### src/rtl/stat_cmd_pkg.sv
package stat_cmd_pkg;
    localparam int STAT_W = 3;
    typedef logic [STAT_W-1:0] stat_t;

    localparam stat_t ST_INTA  = 3'b000;
    localparam stat_t ST_IORD  = 3'b001;
    localparam stat_t ST_IOWR  = 3'b010;
    localparam stat_t ST_HALT  = 3'b011;
    localparam stat_t ST_FETCH = 3'b100;
    localparam stat_t ST_MRD   = 3'b101;
    localparam stat_t ST_MWR   = 3'b110;
    localparam stat_t ST_IDLE  = 3'b111;

    typedef enum logic [2:0] {
        TS_IDLE, TS_T1, TS_T2, TS_T3, TS_TW, TS_T4
    } tstate_e;

    // command vector positions
    localparam int CMD_N    = 7;
    localparam int C_MRD    = 0;
    localparam int C_MWR    = 1;
    localparam int C_MWRA   = 2;
    localparam int C_IORD   = 3;
    localparam int C_IOWR   = 4;
    localparam int C_IOWRA  = 5;
    localparam int C_INTA   = 6;

    // which code owns each command
    function automatic logic cmd_owner(input int idx, input stat_t code);
        case (idx)
            C_MRD:            return (code == ST_FETCH) || (code == ST_MRD);
            C_MWR, C_MWRA:    return code == ST_MWR;
            C_IORD:           return code == ST_IORD;
            C_IOWR, C_IOWRA:  return code == ST_IOWR;
            C_INTA:           return code == ST_INTA;
            default:          return 1'b0;
        endcase
    endfunction

    // late commands only start in T3; others start in T2
    function automatic logic cmd_is_late(input int idx);
        return (idx == C_MWR) || (idx == C_IOWR);
    endfunction
endpackage

### src/rtl/stat_cmd_tstate.sv
module stat_cmd_tstate
    import stat_cmd_pkg::*;
(
    input  logic    clk,
    input  logic    rst_n,
    input  stat_t   status,
    input  logic    ready,
    output tstate_e st_d_o,
    output stat_t   code_d_o
);
    typedef struct packed {
        tstate_e st;
        stat_t   code;
        stat_t   prev;
    } trk_t;

    trk_t r_d, r_q;
    logic start;

    always_comb begin
        r_d      = r_q;
        r_d.prev = status;
        start    = ((r_q.st == TS_IDLE) || (r_q.st == TS_T4)) &&
                   (status != ST_IDLE) && (r_q.prev == ST_IDLE);
        case (r_q.st)
            TS_IDLE: r_d.st = start ? TS_T1 : TS_IDLE;
            TS_T1:   r_d.st = TS_T2;
            TS_T2:   r_d.st = TS_T3;
            TS_T3,
            TS_TW:   r_d.st = ready ? TS_T4 : TS_TW;
            TS_T4:   r_d.st = start ? TS_T1 : TS_IDLE;
            default: r_d.st = TS_IDLE;
        endcase
        if (start) begin
            r_d.code = status;
        end
    end

    always_ff @(posedge clk or negedge rst_n) begin
        if (!rst_n) begin
            r_q.st   <= TS_IDLE;
            r_q.code <= ST_IDLE;
            r_q.prev <= ST_IDLE;
        end else begin
            r_q <= r_d;
        end
    end

    assign st_d_o   = r_d.st;
    assign code_d_o = r_d.code;
endmodule

### src/rtl/stat_cmd_decode.sv
module stat_cmd_decode
    import stat_cmd_pkg::*;
(
    input  logic             clk,
    input  logic             rst_n,
    input  tstate_e          st_d,
    input  stat_t            code_d,
    output logic             ale_o,
    output logic             den_o,
    output logic             dtr_o,
    output logic [CMD_N-1:0] cmd_n_o
);
    typedef struct packed {
        logic             ale;
        logic             den;
        logic             dtr;
        logic [CMD_N-1:0] cmd_n;
    } out_t;

    out_t o_d, o_q;
    logic early_win, late_win, in_cycle, is_write;
    logic [CMD_N-1:0] want;

    always_comb begin
        early_win = (st_d == TS_T2) || (st_d == TS_T3) || (st_d == TS_TW);
        late_win  = (st_d == TS_T3) || (st_d == TS_TW);
        in_cycle  = (st_d != TS_IDLE);
        is_write  = (code_d == ST_MWR) || (code_d == ST_IOWR);
    end

    for (genvar i = 0; i < CMD_N; i++) begin : g_cmd
        if (cmd_is_late(i)) begin : g_late
            assign want[i] = late_win && cmd_owner(i, code_d);
        end else begin : g_early
            assign want[i] = early_win && cmd_owner(i, code_d);
        end
    end

    always_comb begin
        o_d.ale   = (st_d == TS_T1);
        o_d.den   = in_cycle && (st_d != TS_T1) && (code_d != ST_HALT);
        o_d.dtr   = in_cycle && is_write;
        o_d.cmd_n = ~want;
    end

    always_ff @(posedge clk or negedge rst_n) begin
        if (!rst_n) begin
            o_q.ale   <= 1'b0;
            o_q.den   <= 1'b0;
            o_q.dtr   <= 1'b0;
            o_q.cmd_n <= '1;
        end else begin
            o_q <= o_d;
        end
    end

    assign ale_o   = o_q.ale;
    assign den_o   = o_q.den;
    assign dtr_o   = o_q.dtr;
    assign cmd_n_o = o_q.cmd_n;
endmodule

### src/rtl/stat_cmd_gen.sv
module stat_cmd_gen
    import stat_cmd_pkg::*;
(
    input  logic       clk,
    input  logic       rst_n,
    input  logic [2:0] status,
    input  logic       ready,
    output logic       addr_latch,
    output logic       data_en,
    output logic       dir_tx,
    output logic       mem_rd_n,
    output logic       mem_wr_n,
    output logic       mem_wr_adv_n,
    output logic       io_rd_n,
    output logic       io_wr_n,
    output logic       io_wr_adv_n,
    output logic       int_ack_n
);
    tstate_e          st_next;
    stat_t            code_next;
    logic [CMD_N-1:0] cmd_n;

    stat_cmd_tstate u_trk (
        .clk      (clk),
        .rst_n    (rst_n),
        .status   (status),
        .ready    (ready),
        .st_d_o   (st_next),
        .code_d_o (code_next)
    );

    stat_cmd_decode u_dec (
        .clk     (clk),
        .rst_n   (rst_n),
        .st_d    (st_next),
        .code_d  (code_next),
        .ale_o   (addr_latch),
        .den_o   (data_en),
        .dtr_o   (dir_tx),
        .cmd_n_o (cmd_n)
    );

    assign mem_rd_n     = cmd_n[C_MRD];
    assign mem_wr_n     = cmd_n[C_MWR];
    assign mem_wr_adv_n = cmd_n[C_MWRA];
    assign io_rd_n      = cmd_n[C_IORD];
    assign io_wr_n      = cmd_n[C_IOWR];
    assign io_wr_adv_n  = cmd_n[C_IOWRA];
    assign int_ack_n    = cmd_n[C_INTA];
endmodule

### config.mk
export PLATFORM = sky130hd
export DESIGN_NAME = stat_cmd_gen
export DESIGN_NICKNAME = d
export VERILOG_FILES = /design/src/rtl/stat_cmd_pkg.sv /design/src/rtl/stat_cmd_tstate.sv /design/src/rtl/stat_cmd_decode.sv /design/src/rtl/stat_cmd_gen.sv
export SDC_FILE = /design/constraint.sdc
export NUM_CORES = 1
export LEC_CHECK = 0
export BUFFER_PORTS_ARGS = -buffer_cell sky130_fd_sc_hd__clkbuf_2
export CORE_MARGIN = 2
export CORE_UTILIZATION = 40
export CTS_BUF_LIST = sky130_fd_sc_hd__clkbuf_8 sky130_fd_sc_hd__clkbuf_16
export DETAILED_ROUTE_END_ITERATION = 10
export SYNTH_ARGS = -nofsm -noshare
export SYNTH_HDL_FRONTEND = slang
export SYNTH_SLANG_ARGS = --single-unit
### constraint.sdc
create_clock -name clk -period 1.89 [get_ports clk]
set_clock_uncertainty 0.2 [all_clocks]
set_input_delay 0.189 -clock clk [delete_from_list [all_inputs] [get_ports clk]]
set_output_delay 0.189 -clock clk [all_outputs]
set_load 0.005 [all_outputs]
After elaboration in Yosys (flattened, before gate mapping)
Cells that the tools add are included.

storage, ports and cells
  register bits after elaboration = 19
  input bits = 6
  output and inout port bits = 10
  logic and storage cells = 53

operators by class
  eq/ne operators = 18
  muxes and demuxes = 4
  bitwise operators = 1
  reductions and logical operators = 23

operators with widths
  kind                  count
  $eq A3 B3 Y1 const B  7
  $eq A3 B2 Y1 const B  5
  $logic_and A1 B1 Y1   12
  $pmux W3 S4           1
  $eq A3 B1 Y1 const B  3
  $not A7 Y7            1
  $logic_not A3 Y1      2
  $logic_or A1 B1 Y1    6
  $reduce_or A2 Y1      2
  $mux W3               1
  $ne A3 B1 Y1 const B  1
  $ne A3 B2 Y1 const B  1
  $ne A3 B3 Y1 const B  1
  $reduce_bool A3 Y1    1
  $mux W1               2

Logic depth before layout (Yosys ltp)
Gate-level depths: netlist of run 1.

  depth after elaboration = 11
  mapped depth = 6

Hierarchy
Synthesis of run 1 repeated with hierarchy kept, for this count alone.

second synthesis, totals
  cell total of the unflattened synthesis = 60
  area total of the unflattened synthesis = 780.7 um2

modules (own cells, without submodules)
  module           times used  cells an instance  area each (um2)  sequential area each (um2)
  stat_cmd_decode  1           31                 399.1            259.0
  stat_cmd_tstate  1           29                 381.6            232.7

Worst setup path after synthesis of run 1
No wires, ideal clock.

  path kind = register to register
  from = register u_trk.r_q[2] in the netlist's numbering
  to = register u_dec.o_q, in the netlist u_dec.dtr_o
  library setup time = 0.067 ns
  arrival time = 1.728 ns
  setup slack = -0.105 ns
  cell stages (with the launch flop) = 5
  buffers on the path = 0
  period minus slack after synthesis = 1.995 ns
  path through = dfstp_2 nand3_1 nor4b_4 mux2i_1 o221a_1

RTL lines
  item                    RTL line               source
  start, declared         stat_cmd_tstate.sv:17  trk_t r_d, r_q;
  start signal, assigned  stat_cmd_tstate.sv:45  r_q <= r_d;
  end, declared           stat_cmd_decode.sv:20  out_t o_d, o_q;

==> impl_results.md, run 1 <==
- Vias: 607
- Worst Path Max Fanout: 6
- Detailed Place HPWL: 1120 um
- Slowest library cell on the worst path: dfrtp_1
- Worst r2r src: u_trk.r_q[8]
- Die H: approximately 50 um
- Crit-path max cell delay: 0.41 ns
- HP Class: in -> reg
- Die width: between 50 and 60 um
- Flop2flop setup slack: 0.05 ns
- Max-Cap Viols: 0
- Most area-hungry cell type in the Yosys netlist: dfstp_2
- Finished Core Util: 58.8%
- Setup crit end kind: flip-flop
- Critical Path AT: between 1.5 and 2 ns
- Antenna viol nets, final: 0
- Antenna violations before repair: 0
- Share of layout cells above drive strength 1: around 52%
- Cell Chain, Critical Path: xor2_2, nor4b_4, buf_6, mux2_4, nand3b_1
- Fill count: approximately 190
- ANT cells: 0
- Post-synth EDFFs: 0
- RSZ-0062 raised after global routing: yes
- Die area: 0.00252 mm2
- Vias per std cell: between 4 and 5
- Core area: 0.00198 mm2
- Unique cell type count in the Yosys netlist: 29
- Final layout net count: 107
- CTS HTree Levels: 1
- Synth top area cells: dfstp_2 40%, dfrtp_1 18%, mux2i_1 7.0%
- CP Launch Type: flip-flop
- Initial Util: 43.1%
- Main synth FF type: dfstp_2
- Synth warnings: 0
- Period utilization: between 90 and 100%
- Layout area overhead: 36.5%
- Cell row count: 16
- Lkg Pwr: ~0.0005 uW
- Number of global-route vias before repair: around 580
- Critical Path RT: 1.86 ns
- R2R depth: 5
- Routability cong.: approximately 0.76
- Clk Tree Root Cell: clkbuf_8
- Largest net degree at the start of global routing: 20
- Status: finished, final reports clean
- First-pass GRT wire length: between 2000 and 3000 um
- Global route total overflow: 0
- Synthesized area per cell: between 10 and 15 um2
- Seq/Total Area, Yosys: 57.5%
- Drt initial violations: 9
- Flop and latch count out of synthesis: 19
- GRT Resource Usage Total: 14.3%
- Hold path startpoint: status[1]
- Port Buffers: 15
- Clk_lat worst skew: approximately 0.25 ns
- Remaining DRCs: 0
- Max clock buf depth: 2
- Per-cell routed wire length: between 10 and 15 um
- Hold Slack: between 0.09 and 0.1 ns
- Worst Hold Path EP: u_trk.r_q[4]
- Power density over the cells: between 1500 and 2000 mW/mm2
- Synth Cell Area: between 800 and 900 um2
- Slew headroom: 71.2%
- Sink Count: 19
- Hold Fails Final Rpt: 0
- CTS Buf Count: 3
- Slew @ Worst Pin: ~0.43 ns
- Drt pass-1 iters: 4
- Post-synth ARST share: 100%
- Hold Path Cell Cnt: 3
- Kind of critical path: reg -> reg
- Setup Viol. Count Final: 0
- Max VDD drop: ~0.79 mV
- Clock Pin Slew Worst Setup and Hold Paths: roughly 0.07 ns
- R2r endpoint: u_dec.cmd_n_o[6]
- I/O pins: 16
- Maximum clock rate: roughly 0.54 GHz
- Routed WL: approximately 1600 um
- Cells after synthesis: 70
- Tmin final: between 1.5 and 2 ns
- Share of the synthesized area in the top cell type: about two fifths
- CTS tree: built
- Syn nets: 76
- Slew Viols, Final: 0
## critical path, delay by kind of cell (launching register included)
| kind | cells | cell delay [ns] |
|---|---|---|
| and+or+nand+nor | 2 | 0.45 |
| buffers and inverters | 1 | 0.18 |
| DFF | 1 | 0.41 |
| xor gates and xnor gates | 1 | 0.20 |
| muxes | 1 | 0.32 |
## layout by cell type (no fill, tap or decap), types with 2 or more instances in the layout
| master | instances |
|---|---|
| a21oi_1 | 2 |
| buf_4 | 8 |
| buf_6 | 2 |
| clkbuf_2 | 15 |
| clkbuf_8 | 3 |
| dfrtp_1 | 6 |
| dfstp_2 | 13 |
| dlygate4sd3_1 | 4 |
| inv_1 | 3 |
| mux2i_1 | 4 |
| mux2i_4 | 2 |
| nand2_1 | 5 |
| nand2b_1 | 4 |
| nand3_1 | 5 |
| nand3_2 | 2 |
| nor2_1 | 2 |
| o21a_1 | 2 |
| o22ai_1 | 2 |
## registers in the layout, summed over array words and instances (netlist names)
signal / flops
u_trk.r_q: 9
u_dec.cmd_n_o: 7
u_dec.den_o: 1
u_dec.dtr_o: 1
u_dec.ale_o: 1
## worst max-delay path by stage
stage	slack, ns	from	endpoint	cells after the start
after floorplan	-0.06	u_trk.r_q[0]	u_dec.dtr_o	4
after global placement	0.04	u_trk.r_q[0]	u_dec.dtr_o	5
after detailed placement	-0.01	u_trk.r_q[0]	u_dec.cmd_n_o[0]	5
after CTS	0.01	u_trk.r_q[0]	u_dec.cmd_n_o[6]	5
after global routing	-0.01	u_trk.r_q[8]	u_dec.dtr_o	5
final	0.05	u_trk.r_q[8]	u_dec.cmd_n_o[6]	5
## cells by family after synthesis
group	synth area share, %
AOI/OAI and AO/OA	9.22
muxes	8.78
buffers and inverters	4.24
xor gates and xnor gates	2.93
and+or+nand+nor	17.3
DFF	57.5
## cells in the mapped netlist, types with 2 or more instances
master / number
nand2_1: 5
o22ai_1: 2
mux2i_1: 6
dfrtp_1: 6
nor2_1: 2
nand2b_1: 4
o21a_1: 2
dfstp_2: 13
a21oi_1: 2
nand3_1: 7
inv_1: 3
## report_power, final
part	switching [uW]	leakage (uW)	internal [uW]
logic	383	0.000265	408
registers	90.3	0.000213	599
clock network	133	0.0000255	146
total	606	0.000503	1150
## area by class of cell
class / instances / area (um2) / area share (%)
clock inverters: 1 / 5.00 / 0.429
clock buffers: 3 / 41.3 / 3.54
repair buffers: 29 / 198 / 17.0
well taps: 27 / 33.8 / 2.90
inverters: 4 / 17.5 / 1.50
flip-flops and latches: 19 / 492 / 42.2
multi-input cells: 44 / 379 / 32.5
## metal layers
metal,track usage [%],routed length [um]
met1,20.7,767
met2,22.6,759
met3,1.79,64
met4,4.17,0
met5,0,0
## what timing repair did
action                     4_1_cts  5_1_grt
setup endpoints to repair        4        9
setup buffers                    0        1
hold buffers                     4        0
pin swaps                        0        2
gates resized for setup          3        7
hold endpoints to repair         9        0
## per-stage QoR
step | std cells | setup TNS (ns) | setup slack [ns] | total power [uW] | instance area (um2)
2_1_floorplan | 70 | -0.229 | -0.0571 | 1120 | 863
3_3_place_gp | 118 | 0 | 0.0364 | 1360 | 1020
3_5_place_dp | 118 | -0.0332 | -0.0136 | 1370 | 1020
4_1_cts | 126 | 0 | 0.0136 | 1680 | 1120
5_1_grt | 127 | -0.0127 | -0.0127 | 1880 | 1170
6_report | 127 | 0 | 0.0498 | 1760 | 1170
(Power assumes the default switching activity.)
==> run 2: changes to the inputs <==
--- a/config.mk
+++ b/config.mk
@@ -8,7 +8,7 @@
 export BUFFER_PORTS_ARGS = -buffer_cell sky130_fd_sc_hd__clkbuf_2
 export CORE_MARGIN = 2
 export CORE_UTILIZATION = 40
-export CTS_BUF_LIST = sky130_fd_sc_hd__clkbuf_8 sky130_fd_sc_hd__clkbuf_16
+export CTS_BUF_LIST = sky130_fd_sc_hd__clkbuf_4 sky130_fd_sc_hd__clkbuf_8
 export DETAILED_ROUTE_END_ITERATION = 10
 export SYNTH_ARGS = -nofsm -noshare
 export SYNTH_HDL_FRONTEND = slang
==> run 2 against run 1 <==
Clock power shrank 26%. Worst setup slack worse by 0.015 ns. Utilization decreased by 1.1 points. Register-to-register slack worse by 0.02 ns. Sequential power about the same. Non-clock buffer count unchanged. Global-route usage decreased by 0.064 points. Die area unchanged. Combinational power shrank 2.9%. Hold slack lost 0.046 ns. Critical path depth unchanged. Flip-flop and latch count unchanged.
==> impl_results.md, run 2 (synthesis results as in run 1) <==
- RSZ-0062 raised after global routing: yes
- Largest net degree at the start of global routing: 20 (unchanged)
- Initial Util: 43.1% (unchanged)
- Setup Viol. Count Final: 0 (unchanged)
- Routed WL: 1570 um (-1.6%)
- Hold Fails Final Rpt: 0 (unchanged)
- Clock Pin Slew Worst Setup and Hold Paths: 0.12 ns (+0.05 ns)
- Sink Count: 19 (unchanged)
- CTS Buf Count: 3 (unchanged)
- Max VDD drop: 0.752 mV (-4.2%)
- Lkg Pwr: 0.000493 uW (-2.0%)
- Detailed Place HPWL: 1120 um (unchanged)
- Number of flip-flops in the largest register: 9 (unchanged)
- Vias: 610 (+0.49%)
- Commonest cells after routing, fill and taps aside: 15 x clkbuf_2, 13 x dfstp_2, 9 x buf_4
- Slew @ Worst Pin: 0.429 ns (-0.00292 ns)
- Die width: 50.2 um (unchanged)
- HP Class: in -> reg
- Vias per std cell: 4.80 (+0.49%)
- Slew Viols, Final: 0 (unchanged)
- Cell Chain, Critical Path: xor2_2, nor4b_4, buf_6, mux2i_4, o221a_1
- Per-cell routed wire length: 12.3 um (-1.6%)
- Layout area overhead: 33.8%
- ANT cells: 0 (unchanged)
- Clk Tree Root Cell: clkbuf_4
- Die area: 0.00252 mm2 (unchanged)
- Port Buffers: 15 (unchanged)
- Antenna viol nets, final: 0 (unchanged)
- Slowest library cell on the worst path: dfrtp_1
- Final layout net count: 107 (unchanged)
- Global route total overflow: 0 (unchanged)
- Power density over the cells: 1460 mW/mm2 (-3.6%)
- Drt pass-1 iters: 4 (unchanged)
- Die H: 50.2 um (unchanged)
- Critical Path RT: 1.93 ns (+0.07 ns)
- Crit-path max cell delay: 0.43 ns (+0.02 ns)
- Kind of critical path: reg -> reg
- Drt initial violations: 10 (+1)
- Core area: 0.00198 mm2 (unchanged)
- Antenna violations before repair: 0 (unchanged)
- Worst Path Max Fanout: 6 (unchanged)
- Routability cong.: 0.759 (unchanged)
- GRT Resource Usage Total: 14.3% (-0.064 points)
- CP Launch Type: flip-flop
- Finished Core Util: 57.7% (-1.1 points)
- Final setup TNS: 0 ns (unchanged)
- CTS HTree Levels: 1 (unchanged)
- I/O pins: 16 (unchanged)
- Setup crit end kind: flip-flop
- Tmin final: 1.86 ns (+0.0151 ns)
- Remaining DRCs: 0 (unchanged)
- Top reg by flops: u_trk.r_q
- First-pass GRT wire length: 2660 um (-1.8%)
- Maximum clock rate: 0.539 GHz (-0.81%)
- Critical Path AT: 1.90 ns (+0.09 ns)
- Cell row count: 16 (unchanged)
- Slew headroom: 71.4% (+0.19 points)
- Leading cell type in the layout, fill and taps excluded: clkbuf_2
- Number of global-route vias before repair: 586 (+0.69%)
- Max-Cap Viols: 0 (unchanged)
- Max clock buf depth: 2 (unchanged)
- Status: finished, final reports clean
- Clk_lat worst skew: 0.29 ns (+0.04 ns)
- Period utilization: 98.2% (+0.80 points)
- Share of layout cells above drive strength 1: 54.0% (+2.0 points)
- CTS tree: built
[run 2: cell counts in the layout (fill, tap and decap cells not counted)]
No cell type changed its count.
[run 2: path summary, 6_finish.rpt]
| path | startpoint | endpoint | slack (ns) | cells after the start |
|---|---|---|---|---|
| setup / recovery | u_trk.r_q[8] | u_dec.dtr_o | 0.03 | 5 |
| hold / removal | status[1] | u_trk.r_q[4] | 0.05 | 3 |
| setup reg to reg | u_trk.r_q[8] | u_dec.dtr_o | 0.03 | 5 |
| hold reg to reg | u_trk.r_q[4] | u_trk.r_q[4] | 0.45 | 2 |
| max in group asynchronous | rst_n | u_dec.cmd_n_o[3] | 1.00 | 2 |
| min in group asynchronous | rst_n | u_trk.r_q[7] | 0.15 | 2 |
[run 2: metrics by stage]
stage | hold WS, ns | power [uW] | instances | setup slack [ns] | instance area [um2]
2_1_floorplan | -0.307 | 1120 | 70 | -0.0571 | 863
5_1_grt | 0.0580 | 1790 | 127 | -0.0300 | 1140
6_report | 0.0495 | 1660 | 127 | 0.0347 | 1140
3_3_place_gp | -0.0458 | 1360 | 118 | 0.0364 | 1020
4_1_cts | 0.0242 | 1600 | 126 | 0.00416 | 1100
3_5_place_dp | -0.0414 | 1370 | 118 | -0.0136 | 1020
[run 2: timing repair]
action	CTS	global route
pin swaps	0	2
hold endpoints to repair	22	0
hold buffers	4	0
resized for setup	3	7
setup endpoints to repair	4	9
buffers inserted	0	1
[run 2: layout make-up]
type	instances	area, um2
well taps	27	33.8
multi-input cells	44	379
inverters	4	17.5
clock inverters	1	5.00
flip-flops and latches	19	492
repair buffers	29	194
fillers	182	838
clock buffers	3	22.5
[run 2: worst max-delay path, delay by kind of cell (launching register included)]
kind	cells	cell delay [ns]
flops	1	0.43
mux	1	0.30
simple gates	1	0.28
compound gates	1	0.21
xor+xnor	1	0.20
buf+inv	1	0.18
[run 2: where the power goes]
part           leakage, uW  switching (uW)  internal (uW)
Clock            0.0000177             129           78.6
Combinational     0.000263             376            394
Sequential        0.000213            89.3            598
Total             0.000493             594           1070
[run 2: routing by layer]
metal / share of wire [%] / track usage [%]
met5: 0 / 0
met4: 0 / 4.17
met3: 4.3 / 2.68
met2: 48 / 22.1
met1: 47 / 20.3
